==> src/rtl/irq_agg_pkg.sv <==
package irq_agg_pkg;
  // Byte offsets of the register file; software decodes these.
  localparam logic [7:0] OFF_PEND  = 8'h10;
  localparam logic [7:0] OFF_MASK  = 8'h18;
  localparam logic [7:0] OFF_MCLR  = 8'h1C;
  localparam logic [7:0] OFF_MSET  = 8'h20;
  localparam logic [7:0] OFF_IDENT = 8'h38;
  localparam logic [7:0] OFF_TRG0  = 8'h5C;
  localparam logic [7:0] OFF_TRG1  = 8'h60;
  localparam int unsigned BUS_W    = 32;
endpackage

==> src/rtl/irq_agg_sync.sv <==
module irq_agg_sync #(
  parameter int unsigned WIDTH  = 24,
  parameter int unsigned STAGES = 2
) (
  input  logic             clk,
  input  logic             rst,
  input  logic [WIDTH-1:0] d_async,
  output logic [WIDTH-1:0] q_sync
);
  logic [WIDTH-1:0] chain_q [STAGES];

  always_ff @(posedge clk) begin
    if (rst) begin
      for (int k = 0; k < STAGES; k++) chain_q[k] <= '0;
    end else begin
      chain_q[0] <= d_async;
      for (int k = 1; k < STAGES; k++) chain_q[k] <= chain_q[k-1];
    end
  end

  assign q_sync = chain_q[STAGES-1];
endmodule

==> src/rtl/irq_agg_capture.sv <==
module irq_agg_capture #(
  parameter int unsigned WIDTH = 24
) (
  input  logic             clk,
  input  logic             rst,
  input  logic [WIDTH-1:0] lvl,
  input  logic [WIDTH-1:0] rise_sel,
  input  logic [WIDTH-1:0] fall_sel,
  input  logic [WIDTH-1:0] clr,
  output logic [WIDTH-1:0] pend
);
  logic [WIDTH-1:0] prev_q;
  logic [WIDTH-1:0] pend_q;

  always_ff @(posedge clk) begin
    if (rst) prev_q <= '0;
    else     prev_q <= lvl;
  end

  for (genvar i = 0; i < WIDTH; i++) begin : g_src
    logic rise_ev, fall_ev, hit;
    always_comb begin
      rise_ev = lvl[i] & ~prev_q[i];
      fall_ev = ~lvl[i] & prev_q[i];
      if (rise_sel[i] | fall_sel[i])
        hit = (rise_sel[i] & rise_ev) | (fall_sel[i] & fall_ev);
      else
        hit = lvl[i];
    end
    // A capture in the same cycle as a clear wins.
    always_ff @(posedge clk) begin
      if (rst) pend_q[i] <= 1'b0;
      else     pend_q[i] <= (pend_q[i] & ~clr[i]) | hit;
    end
  end

  assign pend = pend_q;
endmodule

==> src/rtl/irq_sticky_agg.sv <==
module irq_sticky_agg #(
  parameter int unsigned NUM_SRC = 24,
  parameter int unsigned ADDR_W  = 8
) (
  input  logic              clk,
  input  logic              rst,
  input  logic [ADDR_W-1:0] bus_addr,
  input  logic              bus_we,
  input  logic [31:0]       bus_wdata,
  output logic [31:0]       bus_rdata,
  input  logic [NUM_SRC-1:0] src_irq,
  output logic              cpu_irq
);
  import irq_agg_pkg::*;

  localparam int unsigned PAD_W = BUS_W - NUM_SRC;

  logic [NUM_SRC-1:0] sync_q;
  logic [NUM_SRC-1:0] sticky_q;
  logic [NUM_SRC-1:0] en_q;
  logic [NUM_SRC-1:0] trig0_q;
  logic [NUM_SRC-1:0] trig1_q;
  logic [NUM_SRC-1:0] wbits;
  logic [NUM_SRC-1:0] pend_clr;
  logic [NUM_SRC-1:0] ident;
  logic [31:0]        rd_n;
  logic               cpu_irq_q;
  logic               hit_pend, hit_mask, hit_mclr, hit_mset;
  logic               hit_ident, hit_trg0, hit_trg1;

  assign wbits = bus_wdata[NUM_SRC-1:0];

  if (PAD_W > 0) begin : g_pad
    logic unused_hi;
    assign unused_hi = ^bus_wdata[31:NUM_SRC];
  end

  always_comb begin
    hit_pend  = (bus_addr == ADDR_W'(OFF_PEND));
    hit_mask  = (bus_addr == ADDR_W'(OFF_MASK));
    hit_mclr  = (bus_addr == ADDR_W'(OFF_MCLR));
    hit_mset  = (bus_addr == ADDR_W'(OFF_MSET));
    hit_ident = (bus_addr == ADDR_W'(OFF_IDENT));
    hit_trg0  = (bus_addr == ADDR_W'(OFF_TRG0));
    hit_trg1  = (bus_addr == ADDR_W'(OFF_TRG1));
  end

  irq_agg_sync #(.WIDTH(NUM_SRC), .STAGES(2)) u_sync (
    .clk     (clk),
    .rst     (rst),
    .d_async (src_irq),
    .q_sync  (sync_q)
  );

  assign pend_clr = (bus_we && hit_pend) ? wbits : '0;

  irq_agg_capture #(.WIDTH(NUM_SRC)) u_cap (
    .clk      (clk),
    .rst      (rst),
    .lvl      (sync_q),
    .rise_sel (trig0_q),
    .fall_sel (trig1_q),
    .clr      (pend_clr),
    .pend     (sticky_q)
  );

  always_ff @(posedge clk) begin
    if (rst) begin
      en_q    <= '0;
      trig0_q <= '0;
      trig1_q <= '0;
    end else if (bus_we) begin
      if (hit_mask) en_q    <= wbits;
      if (hit_mset) en_q    <= en_q | wbits;
      if (hit_mclr) en_q    <= en_q & ~wbits;
      if (hit_trg0) trig0_q <= wbits;
      if (hit_trg1) trig1_q <= wbits;
    end
  end

  assign ident = sticky_q & en_q;

  always_comb begin
    rd_n = '0;
    unique case (1'b1)
      hit_pend:  rd_n[NUM_SRC-1:0] = sticky_q;
      hit_mask:  rd_n[NUM_SRC-1:0] = en_q;
      hit_ident: rd_n[NUM_SRC-1:0] = ident;
      hit_trg0:  rd_n[NUM_SRC-1:0] = trig0_q;
      hit_trg1:  rd_n[NUM_SRC-1:0] = trig1_q;
      default:   rd_n = '0;
    endcase
  end

  always_ff @(posedge clk) begin
    if (rst) begin
      bus_rdata <= '0;
      cpu_irq_q <= 1'b0;
    end else begin
      bus_rdata <= rd_n;
      cpu_irq_q <= |ident;
    end
  end

  assign cpu_irq = cpu_irq_q;
endmodule

==> config.mk <==
export PLATFORM = sky130hd
export DESIGN_NAME = irq_sticky_agg
export DESIGN_NICKNAME = d
export VERILOG_FILES = /design/src/rtl/irq_agg_pkg.sv /design/src/rtl/irq_agg_sync.sv /design/src/rtl/irq_agg_capture.sv /design/src/rtl/irq_sticky_agg.sv
export SDC_FILE = /design/constraint.sdc
export NUM_CORES = 1
export LEC_CHECK = 0
export BUFFER_PORTS_ARGS = -buffer_cell sky130_fd_sc_hd__buf_4
export CAP_MARGIN = 20
export CORE_UTILIZATION = 52
export CTS_BUF_LIST = sky130_fd_sc_hd__clkbuf_4 sky130_fd_sc_hd__clkbuf_8 sky130_fd_sc_hd__clkbuf_16
export DETAILED_ROUTE_END_ITERATION = 8
export PLACE_DENSITY_LB_ADDON = 0.08
export SYNTH_ARGS = -nofsm -noshare
export SYNTH_HDL_FRONTEND = slang
export SYNTH_SLANG_ARGS = --single-unit
==> constraint.sdc <==
create_clock -name clk -period 2.4 [get_ports clk]
set_clock_uncertainty 0.15 [all_clocks]
set_input_delay 0.48 -clock clk [delete_from_list [all_inputs] [get_ports clk]]
set_output_delay 0.48 -clock clk [all_outputs]
set_load 0.03 [all_outputs]
# --- After elaboration in Yosys (flattened, before gate mapping) ---
# Memory sizes are Yosys's and may differ from the RTL's.
# Cells that the tools add are included.
totals:
  register_bits: 153
  ram_bits: 48
  in_bits: 67
  output_inout_bits: 33
  elab_cells: 349
  mem_count: 1
memory_table:
  columns: ["name", "depth", "width", "read_ports", "rd_clocked_by_memory_dff", "wr", "line_no", "text"]
  rows:
  - ["u_sync.chain_q", 2, 24, 2, 0, 2, "irq_agg_sync.sv:10", "logic [WIDTH-1:0] chain_q [STAGES];"]
classes:
  n_eq_ne: 7
  n_mux: 34
  bitwise_logic: 270
  n_reduce_logical: 6
op_table:
  columns: ["op", "n"]
  rows:
  - ["$mux W24", 6]
  - ["$and A1 B1 Y1", 120]
  - ["$pmux W24 S5", 1]
  - ["$or A1 B1 Y1", 74]
  - ["$not A1 Y1", 72]
  - ["$and A24 B24 Y24", 2]
  - ["$mux W1", 27]
  - ["$eq A8 B5 Y1 const B", 3]
  - ["$not A24 Y24", 1]
  - ["$or A24 B24 Y24", 1]
  - ["$reduce_or A24 Y1", 1]
  - ["$eq A8 B6 Y1 const B", 2]
  - ["$eq A8 B7 Y1 const B", 2]
  - ["$reduce_and A2 Y1", 3]
  - ["$reduce_bool A3 Y1", 1]
  - ["$logic_and A1 B1 Y1", 1]

# --- Logic depth before layout (Yosys ltp) ---
# Gate-level depths: netlist of the first run.
# An unclocked memory read counts as a cell.
depth:
  depth_word: 7
  depth_mapped: 8
  depth_no_buf: 5

# --- Cells and area by module ---
# From an unflattened synthesis of the first run, not the netlist that was laid out.
unflattened:
  hier_cells: 829
  area_unflattened_um2: 8144.1
by_module_without_submodules:
  columns: ["mod", "n_inst", "cells_each", "area_per_inst_um2", "seq_area_each_um2"]
  rows:
  - ["irq_sticky_agg", 1, 528, 4425.5, 1941.9]
  - ["irq_agg_capture", 1, 176, 2233.4, 960.9]
  - ["irq_agg_sync", 1, 125, 1485.2, 960.9]

# --- Worst setup path before layout of the first run ---
# Ideal clock, no wire load.
synth_path:
  path_kind: "input to register"
  from: "input bus_addr[3]"
  to: "register en_q[10]"
  setup_time_ps: 67
  arrival_time_ps: 2200
  required_time_ps: 2183
  slack_ps: -17
  cell_stages: 8
  n_path_buf: 3
  path_cell_list: "or4_1 buf_2 or4_1 clkbuf_1 buf_4 a21oi_2 o211ai_1 o21ai_2"
synth_via:
  elab_chain_cells: 3
  elab_cells_between_ends: 7
  cone_classes: "eq/ne (3); mux (2); reduce/logical (2)"
synth_rtl:
  columns: ["item", "line_no", "text"]
  rows:
  - ["start, declared", "irq_sticky_agg.sv:7", "input logic [ADDR_W-1:0] bus_addr,"]
  - ["$eq A8 B5 Y1, or another cell as far along", "irq_sticky_agg.sv:40", "hit_mask = (bus_addr == ADDR_W'(OFF_MASK));"]
  - ["$reduce_bool A3 Y1 (no line) / $mux W24 (equally long branches)", null, null]
  - ["$reduce_and A2 Y1 (no line) / $mux W24 (equally long branches)", null, null]
  - ["end signal, assigned", "irq_sticky_agg.sv:73", "if (hit_mask) en_q <= wbits;"]
  - ["end signal, assigned", "irq_sticky_agg.sv:74", "if (hit_mset) en_q <= en_q | wbits;"]
  - ["end signal, assigned", "irq_sticky_agg.sv:75", "if (hit_mclr) en_q <= en_q & ~wbits;"]
  - ["end, declared", "irq_sticky_agg.sv:20", "logic [NUM_SRC-1:0] en_q;"]
# Parallel ways exist; a longest one is shown, timed or not.
# A chain may end at the register's enable or synchronous reset.

# --- Worst setup path in the final report of the first run ---
layout_path:
  from: "input bus_addr[3]"
  to: "register trig1_q[7]"
layout_via:
  elab_chain_cells: 2
layout_rtl:
  columns: ["item", "line_no", "text"]
  rows:
  - ["$eq A8 B7 Y1", "irq_sticky_agg.sv:45", "hit_trg1 = (bus_addr == ADDR_W'(OFF_TRG1));"]
  - ["$reduce_and A2 Y1 (no line)", null, null]
  - ["end signal, assigned", "irq_sticky_agg.sv:77", "if (hit_trg1) trig1_q <= wbits;"]
  - ["end, declared", "irq_sticky_agg.sv:22", "logic [NUM_SRC-1:0] trig1_q;"]
# Every way passes these cells.

==> out/results.tsv, run 1 <==
metric	value	unit
worst slack at placement	-0.269	ns
final instance area	9420	sq um
pin count of the biggest net entering global routing	146	
core area	14500	sq um
initial antenna violation count	0	
WP depth	8	
EDFF count, synth	0	
synthesized-area fraction occupied by and/or/nand/nor cells	21.1	%
vias in the first global route	6187	
first-pass GRT wire length	31800	um
share of layout cells above drive strength 1	21.7	%
Top Metal Used	met4	
Area Overhead vs Synth	21.4	%
dpl hpwl	13500	um
drt pass-1 iters	5	
initial core utilization	53.4	%
vias per cell	5.84	
Post-CTS Setup Bufs	0	
Post-Syn Area	7760	sq um
Crit path required time	2.62	ns
r2r startpoint	u_cap.pend[20]	
Root Driver	clkbuf_16	
num rows	44	
fin crit share	91.9	%
post-synthesis average cell area	8.94	sq um
dpl cell area	8820	sq um
crit path max fanout	9	
Peak VDD IR	0.000582	V
Final setup viols	0	
I/O Pins	100	
worst rel slew slack	59.5	%
CP Launch Point	bus_addr[3]	
main combinational cell family by area after synthesis	simple AND/OR/NAND/NOR gates	
r2r setup slk	0.72	ns
grt ovf	0	
wire length on met3	1610	um
Critical Path Most Common Cell	buf_4	
met1 wire length	9070	um
Synth Area in Adders	0	%
DIE AREA	15400	sq um
Diodes inserted	0	
PD cells	688	nW/um^2
Final Non-Filler Cells	1157	
CTS tree	yes	
worst slew pin tran	0.608	ns
worst hold path depth	2	
Worst Setup Slack, final	0.195	ns
HP Class	input port to flip-flop	
wirelength, routed	20700	um
FF-to-FF path depth	5	
synthesized instance count	868	
XOR/XNOR Fraction of Synth Area	0	%
worst r2r dst	cpu_irq	
vias post-DR	6755	
critical path's slowest cell	or4_1	
max cap viols	0	
Post-CTS Resized	0	
DR WL met2	9540	um
unrepaired setup endpoints after global routing	no	
number of CTS-inserted buffers	17	
antenna viol nets, final	0	
post-synthesis compound-gate area fraction	20.4	%
crit path kind	input port to flip-flop	
Peak Freq	0.454	GHz
CP delay by family, top	simple AND/OR/NAND/NOR gates	
post-layout net count	1027	
CTS Hold Buffers Added	0	
GRT Util Overall	27.5	%
mux contribution to synthesized area	3.10	%
FFs w/ async S/R, synth	0	%
Die Y	124	um
top_reg_cell synth	dfxtp_1	
Hold Startpoint	src_irq[16]	
Yosys cell types	43	
leakage	3.50	nW
latest clock arrival within the worst-skew pair	0.45	ns
Synth top area share	49.8	%
Synth area leader	dfxtp_1	
H-tree Lvls	4	
Worst Path Arrival	2.42	ns
Tot Pwr	6.48	mW
Cell Chain, Critical Path	buf_4 -> or4_1 -> buf_4 -> nor4_1 -> and2_1 -> buf_4 -> nand2_1 -> a21oi_1	
Worst Setup Start Kind	input port	
largest cells by area after synthesis	dfxtp_1 50%, nand2_1 6.8%, nor2b_1 5.8%	
Starting DRT DRC Count	681	
pins over their slew limit	0	
Critical path destination	trig1_q[7]	
Yosys warning count	0	
Clock Sinks	193	
outcome	finished, final reports clean	
die width	124	um
CP bufs+invs	3	
max incr delay on CP	0.57	ns
post-synthesis register bit count	193	
setup TNS	0	ns
placed cell count	1125	
Setup crit end kind	flip-flop	
sequential area share after synthesis	49.8	%
Worst-path clk slew	0.07	ns
gpl congestion	0.815	
DRC	0	
Clock Path Buffers	2	
routed len/inst	17.9	um
endpoints failing hold	0	
Tmin final	2.20	ns
IO Port Bufs	83	
metal layers:
metal	up-vias	track usage [%]
met5	-	0
li1	3199	-
met2	288	43.4
met1	3230	36.0
met4	0	11.5
met3	38	6.18
state kept, by name, summed over array words and instances (netlist names):
register and count:
bus_rdata 24, u_cap.prev_q 24, u_sync.chain_q 48, trig0_q 24, u_cap.pend 24, trig1_q 24
cpu_irq 1, en_q 24
worst register-to-register path, cell delays in order, from the launching register on:
cell and delay (ns):
dfxtp_1 0.36, a22o_1 0.28, a221oi_1 0.41, nand3_1 0.14, nor2_1 0.11, a31oi_1 0.08
Yosys cell counts (14+ instances only):
master    count
a221oi_1     35
o211ai_1     24
a21oi_1      58
dfxtp_1     193
o21ai_0      14
nor2b_1      72
nor2_1       58
nand3_1      26
mux2i_1      24
o21ai_2      20
a21oi_2      20
inv_1        26
nand2_1     140
clkbuf_1     39
cell usage in the layout, fill, tap and decap left out, types with 2 or more instances in the layout:
cell / netlist / final
o211ai_1: 24 / 24
or4b_1: 2 / 2
a32o_1: 7 / 7
a21oi_1: 58 / 58
clkinv_4: 0 / 4
inv_1: 26 / 26
inv_8: 0 / 2
o21ai_2: 20 / 20
dfxtp_1: 193 / 193
buf_4: 10 / 122
a21oi_2: 20 / 20
buf_12: 0 / 10
a32oi_1: 7 / 7
nor2_1: 58 / 58
nand3_1: 26 / 26
a222oi_1: 6 / 6
and3_1: 10 / 10
or4_1: 2 / 2
a22oi_1: 9 / 9
o21ai_0: 14 / 14
clkbuf_16: 0 / 17
a22o_1: 4 / 4
mux2i_1: 24 / 24
inv_6: 0 / 4
nor4_1: 4 / 3
nand2_1: 140 / 140
nor2b_1: 72 / 72
conb_1: 1 / 8
a221oi_1: 35 / 35
a31oi_1: 12 / 12
clkinvlp_4: 0 / 2
nor3_2: 1 / 2
or2b_1: 4 / 4
nand2b_1: 12 / 12
and2_1: 2 / 2
clkinv_8: 0 / 2
cell families (layout without fill, tap and decap cells):
logic type,count (synthesis),after routing
compound gates,218,218
other cells,1,8
buf+inv,93,191
mux,24,24
simple gates,339,339
flops,193,193
final cells by class:
type	instances	area (sq um)
Inverter	27	101
Tap cell	184	230
Sequential cell	193	3860
Clock inverter	15	170
Multi-Input combinational cell	589	3510
Fill cell	1192	5120
Clock buffer	17	425
Timing Repair Buffer	132	1120
worst min path at each step:
stage                                  endpoint  slack [ns]
after floorplan           u_sync.chain_q[0][24]        0.26
after global placement    u_sync.chain_q[0][35]        0.27
after detailed placement  u_sync.chain_q[0][41]        0.27
after CTS                 u_sync.chain_q[0][20]        0.07
after global routing      u_sync.chain_q[0][16]        0.08
final                     u_sync.chain_q[0][16]        0.08
power by group:
part	switching [mW]	internal, mW
Sequential	0.0516	3.27
Clock	1.34	1.48
Combinational	0.186	0.147
through the flow:
step | utilization [%] | hold slack [ns]
floorplan | - | 0.264
global placement | 60.7 | 0.267
detailed placement | 60.7 | 0.271
CTS | 64.8 | 0.0723
global route | 64.8 | 0.0841
finish | 64.8 | 0.0839
Note: power is estimated with default switching activity, not from simulation.
==> inputs of run 2 (changes only) <==
Settings changed: ABC_AREA set to 1, HOLD_SLACK_MARGIN set to 0.02.
==> out/results.tsv, run 2 <==
metric	value	unit	change
core area	15400	sq um	+5.8%
synth cell count leaders	303 x nand2_1, 246 x nor2_1, 193 x dfxtp_1		
HP Class	input port to flip-flop		
initial antenna violation count	0		unchanged
Critical Path Most Common Cell	nand2_1		
top-count cell post-synth	nand2_1		
DRC	0		unchanged
antenna viol nets, final	0		unchanged
Area Overhead vs Synth	17.5	%	
worst slack at placement	0.322	ns	+0.591 ns
Setup crit end kind	flip-flop		
outcome	finished, final reports clean		
worst slew pin tran	0.689	ns	+0.0805 ns
Cell Chain, Critical Path	buf_4 -> inv_1 -> nand2_1 -> nor2_2 -> nand2_1 -> nand3_1 -> nand2_1 -> buf_4 -> nand2_1 -> nand2_1 -> nor2_1		
Peak Freq	0.599	GHz	+32%
Clock Sinks	193		unchanged
drt pass-1 iters	6		+1
most common cell after layout, fill and taps aside	nand2_1		
routed len/inst	15.0	um	-16%
Synth area leader	dfxtp_1		
sequential area share after synthesis	46.5	%	-3.3 points
endpoints failing hold	0		unchanged
worst r2r dst	cpu_irq		
placed cell count	1471		+31%
r2r startpoint	en_q[23]		
leakage	4.52	nW	+29%
grt ovf	0		unchanged
max incr delay on CP	0.26	ns	-0.31 ns
die width	128	um	+3.4%
Worst-path clk slew	0.08	ns	about the same
GRT Util Overall	28.3	%	+0.85 points
Synth top area share	46.5	%	-3.3 points
Worst Path Arrival	1.89	ns	-0.53 ns
crit path kind	input port to flip-flop		
Peak VDD IR	0.000524	V	-10%
Yosys warning count	0		unchanged
top_reg_cell synth	dfxtp_1		
Diodes inserted	0		unchanged
worst rel slew slack	53.9	%	-5.5 points
first-pass GRT wire length	35600	um	+12%
Worst Setup Start Kind	input port		
Worst Setup Slack, final	0.731	ns	+0.536 ns
Root Driver	clkbuf_16		
Post-Syn Area	8300	sq um	+7.0%
initial core utilization	54.0	%	+0.63 points
Crit path required time	2.62	ns	about the same
wirelength, routed	22500	um	+8.7%
DIE AREA	16500	sq um	+6.9%
I/O Pins	100		unchanged
IO Port Bufs	83		unchanged
Clock Path Buffers	2		unchanged
number of fill cells	1431		+20%
setup TNS	0	ns	unchanged
fin crit share	69.5	%	-22 points
number of CTS-inserted buffers	17		unchanged
FFs w/ async S/R, synth	0	%	unchanged
post-synthesis register bit count	193		unchanged
max reg flops	48		unchanged
most frequent cells in the layout	303 x nand2_1, 246 x nor2_1, 193 x dfxtp_1		
FF-to-FF path depth	4		-1
share of layout cells above drive strength 1	12.9	%	-8.8 points
Post-CTS Setup Bufs	0		unchanged
critical path's slowest cell	nand2_1		
Yosys cell types	28		-35%
Final setup viols	0		unchanged
largest cells by area after synthesis	dfxtp_1 47%, nand2_1 14%, nor2_1 11%		
CTS Hold Buffers Added	0		unchanged
r2r setup slk	1.16	ns	+0.44 ns
post-synthesis average cell area	6.89	sq um	-23%
unrepaired setup endpoints after global routing	no		
latest clock arrival within the worst-skew pair	0.44	ns	about the same
CP Launch Point	bus_addr[5]		
CTS tree	yes		
Die Y	128	um	+3.4%
Final Non-Filler Cells	1503		+30%
Tmin final	1.67	ns	-0.536 ns
synthesized instance count	1205		+39%
vias per cell	5.17		-11%
Post-CTS Resized	0		unchanged
final core utilization	63.4	%	-1.3 points
vias in the first global route	6770		+9.4%
PD cells	671	nW/um^2	-2.5%
pin count of the biggest net entering global routing	49		-66%
pins over their slew limit	0		unchanged
Reg with most FFs	u_sync.chain_q		
Tot Pwr	6.54	mW	+0.99%
gpl congestion	0.861		+5.7%
EDFF count, synth	0		unchanged
Critical path destination	en_q[1]		
Starting DRT DRC Count	773		+14%
post-layout net count	1346		+31%
H-tree Lvls	4		unchanged
num rows	45		+2.3%
dpl hpwl	14700	um	+9.2%
max cap viols	0		unchanged
crit path max fanout	32		+23
vias post-DR	7766		+15%
-- run 2: how the worst min path moves through the flow --
stage,startpoint,end,slack [ns],cells after the start
final,src_irq[10],u_sync.chain_q[0][10],0.08,3
after global routing,src_irq[2],u_sync.chain_q[0][2],0.08,3
after global placement,u_sync.chain_q[0][5],u_sync.chain_q[0][29],0.24,2
after detailed placement,u_sync.chain_q[0][6],u_sync.chain_q[0][30],0.24,2
after CTS,src_irq[10],u_sync.chain_q[0][10],0.07,3
after floorplan,u_sync.chain_q[0][0],u_sync.chain_q[0][24],0.24,2
-- run 2: critical path: cells and delay by family --
family                 cells  cell delay (ns)
AND/OR/NAND/NOR            8             0.98
buffers and inverters      3             0.42
-- run 2: final cells by class --
class | instances | area (sq um) | area share (%)
tap | 211 | 264 | 2.71
timing repair buffer | 113 | 911 | 9.34
clock buffer | 18 | 439 | 4.50
clock inverter | 14 | 156 | 1.60
multi-input combinational | 843 | 3700 | 37.9
inverter | 111 | 419 | 4.30
sequential | 193 | 3860 | 39.6
-- run 2: kinds of logic after synthesis --
family,share of synthesized area [%]
compound gates,7.70
buf+inv,9.24
flops,46.5
other cells,0.0452
simple gates,36.5
-- run 2: power by group --
group	internal [mW]	switching, mW	leakage, nW
Clock	1.43	1.41	0.290
Sequential	3.27	0.0369	1.57
Combinational	0.143	0.249	2.66
-- run 2: through the flow --
stage                     hold WS (ns)  instance area (sq um)
after floorplan                  0.238                   8330
after global placement           0.241                   9160
after detailed placement         0.242                   9160
after CTS                       0.0720                   9750
after global routing            0.0841                   9750
final                           0.0838                   9750
-- run 2: per-layer routing --
layer	global-route usage, %	part of all wire (%)	wire length (um)	up-vias
li1	-	-	-	3919
met1	41.1	47	10500	3468
met2	41.8	43	9690	345
met3	5.70	8.5	1900	34
met4	9.62	1.8	403	0
met5	0	0	0	-
==> inputs of run 3 (changes only) <==
Settings changed: CORE_UTILIZATION 52 to 58.
Clock period 2.4 ns to 1.7 ns, I/O delays scaled along.
==> out/results.tsv, run 3 (same netlist as run 2, synthesis figures left out) <==
metric	value	unit	change
fin crit share	81.8	%	
met1 wire length	9510	um	-9.4%
post-layout net count	1385		+2.9%
CP bufs+invs	1		-2
endpoints failing hold	0		unchanged
max incr delay on CP	0.32	ns	+0.06 ns
HP Class	input port to flip-flop		
Post-CTS Resized	0		unchanged
Clock Sinks	193		unchanged
Worst Setup Start Kind	flip-flop		
pin count of the biggest net entering global routing	102		+110%
Setup crit end kind	output pin		
Peak VDD IR	0.000890	V	+70%
worst rel slew slack	65.1	%	+11 points
wirelength, routed	21100	um	-6.2%
grt ovf	0		unchanged
pins over their slew limit	0		unchanged
drt pass-1 iters	5		-1
Peak Freq	0.719	GHz	
Diodes inserted	0		unchanged
Die Y	122	um	-5.2%
leakage	4.72	nW	+4.5%
gpl congestion	0.881		+2.3%
Worst Path Arrival	0.90	ns	-0.99 ns
initial antenna violation count	0		unchanged
r2r startpoint	u_sync.chain_q[0][26]		
max cap viols	0		unchanged
Top Metal Used	met4		
Starting DRT DRC Count	794		+2.7%
most common cell after layout, fill and taps aside	nand2_1		
wire length on met3	2190	um	+15%
outcome	finished, final reports clean		
critical path's slowest cell	dfxtp_1		
Cell Chain, Critical Path	buf_4		
antenna viol nets, final	0		unchanged
Worst-path clk slew	0.07	ns	about the same
Crit path required time	1.21	ns	-1.41 ns
DR WL met2	8980	um	-7.4%
unrepaired setup endpoints after global routing	no		
GRT Util Overall	29.8	%	+1.4 points
core area	13900	sq um	-9.3%
initial core utilization	59.6	%	+5.6 points
vias in the first global route	6814		+0.65%
PD cells	914	nW/um^2	+36%
Reg with most FFs	u_sync.chain_q		
r2r setup slk	0.35	ns	-0.81 ns
share of layout cells above drive strength 1	13.7	%	+0.75 points
H-tree Lvls	4		unchanged
crit path kind	flip-flop to output pin		
DRC	0		unchanged
Tmin final	1.39	ns	
FF-to-FF path depth	4		unchanged
final core utilization	72.8	%	+9.4 points
routed len/inst	14.0	um	-6.7%
dpl hpwl	14600	um	-0.78%
CP Launch Point	bus_rdata[20]		
worst r2r dst	u_cap.pend[2]		
CTS tree	yes		
Final setup viols	0		unchanged
vias post-DR	7887		+1.6%
Critical path destination	bus_rdata[20]		
max reg flops	48		unchanged
crit path max fanout	1		-97%
worst hold path depth	3		unchanged
Clock Path Buffers	2		unchanged
worst hold margin	0.0523	ns	-0.0315 ns
most frequent cells in the layout	303 x nand2_1, 246 x nor2_1, 193 x dfxtp_1		
die width	122	um	-5.2%
latest clock arrival within the worst-skew pair	0.43	ns	about the same
worst slew pin tran	0.521	ns	-0.168 ns
WP depth	1		-10
num rows	43		-4.4%
I/O Pins	100		unchanged
number of CTS-inserted buffers	17		unchanged
vias per cell	5.22		+1.0%
CP delay by family, top	flip-flops		
first-pass GRT wire length	33900	um	-4.7%
Area Overhead vs Synth	22.2	%	
Root Driver	clkbuf_16		
setup TNS	0	ns	unchanged
DIE AREA	14800	sq um	-10%
IO Port Bufs	83		unchanged
[run 3: repair_timing]
action,in CTS,in global routing
hold buffers,24,0
setup buffers,0,0
endpoints found under the hold margin,24,0
[run 3: cell type report]
| type | count | area, sq um |
|---|---|---|
| Sequential cell | 193 | 3860 |
| Tap cell | 180 | 225 |
| Multi-Input combinational cell | 843 | 3700 |
| Clock inverter | 10 | 110 |
| Fill cell | 1109 | 3790 |
| Inverter | 111 | 419 |
| Timing Repair Buffer | 152 | 1340 |
| Clock buffer | 22 | 488 |
[run 3: where the power goes]
| group | switching (mW) | leakage, nW | total [mW] | internal [mW] |
|---|---|---|---|---|
| clock | 1.75 | 0.294 | 3.99 | 2.23 |
| combinational | 0.358 | 2.86 | 0.600 | 0.242 |
| sequential | 0.0556 | 1.57 | 4.68 | 4.62 |
[run 3: how the worst min path moves through the flow]
stage | from | to | slack, ns
final | bus_wdata[11] | trig1_q[11] | 0.05
after global routing | bus_wdata[19] | trig1_q[19] | 0.06
after CTS | bus_wdata[16] | trig1_q[16] | 0.04
after detailed placement | u_sync.chain_q[0][12] | u_sync.chain_q[0][36] | 0.24
after global placement | u_sync.chain_q[0][2] | u_sync.chain_q[0][26] | 0.24
after floorplan | u_sync.chain_q[0][0] | u_sync.chain_q[0][24] | 0.24
[run 3: through the flow]
| stage | instances | cell area, sq um | power [mW] | setup slack [ns] |
|---|---|---|---|---|
| floorplan | 1212 | 8330 | 5.08 | 0.114 |
| global placement | 1455 | 9310 | 5.31 | -0.0691 |
| detailed placement | 1455 | 9310 | 5.33 | -0.0809 |
| CTS | 1511 | 10100 | 9.30 | 0.285 |
| global route | 1511 | 10100 | 9.59 | 0.187 |
| finish | 1511 | 10100 | 9.27 | 0.309 |
[run 3: layer usage]
| layer | vias up | track usage (%) |
|---|---|---|
| met4 | 0 | 8.87 |
| li1 | 4006 | - |
| met2 | 336 | 43.8 |
| met1 | 3517 | 43.4 |
| met3 | 28 | 6.37 |
| met5 | - | 0 |
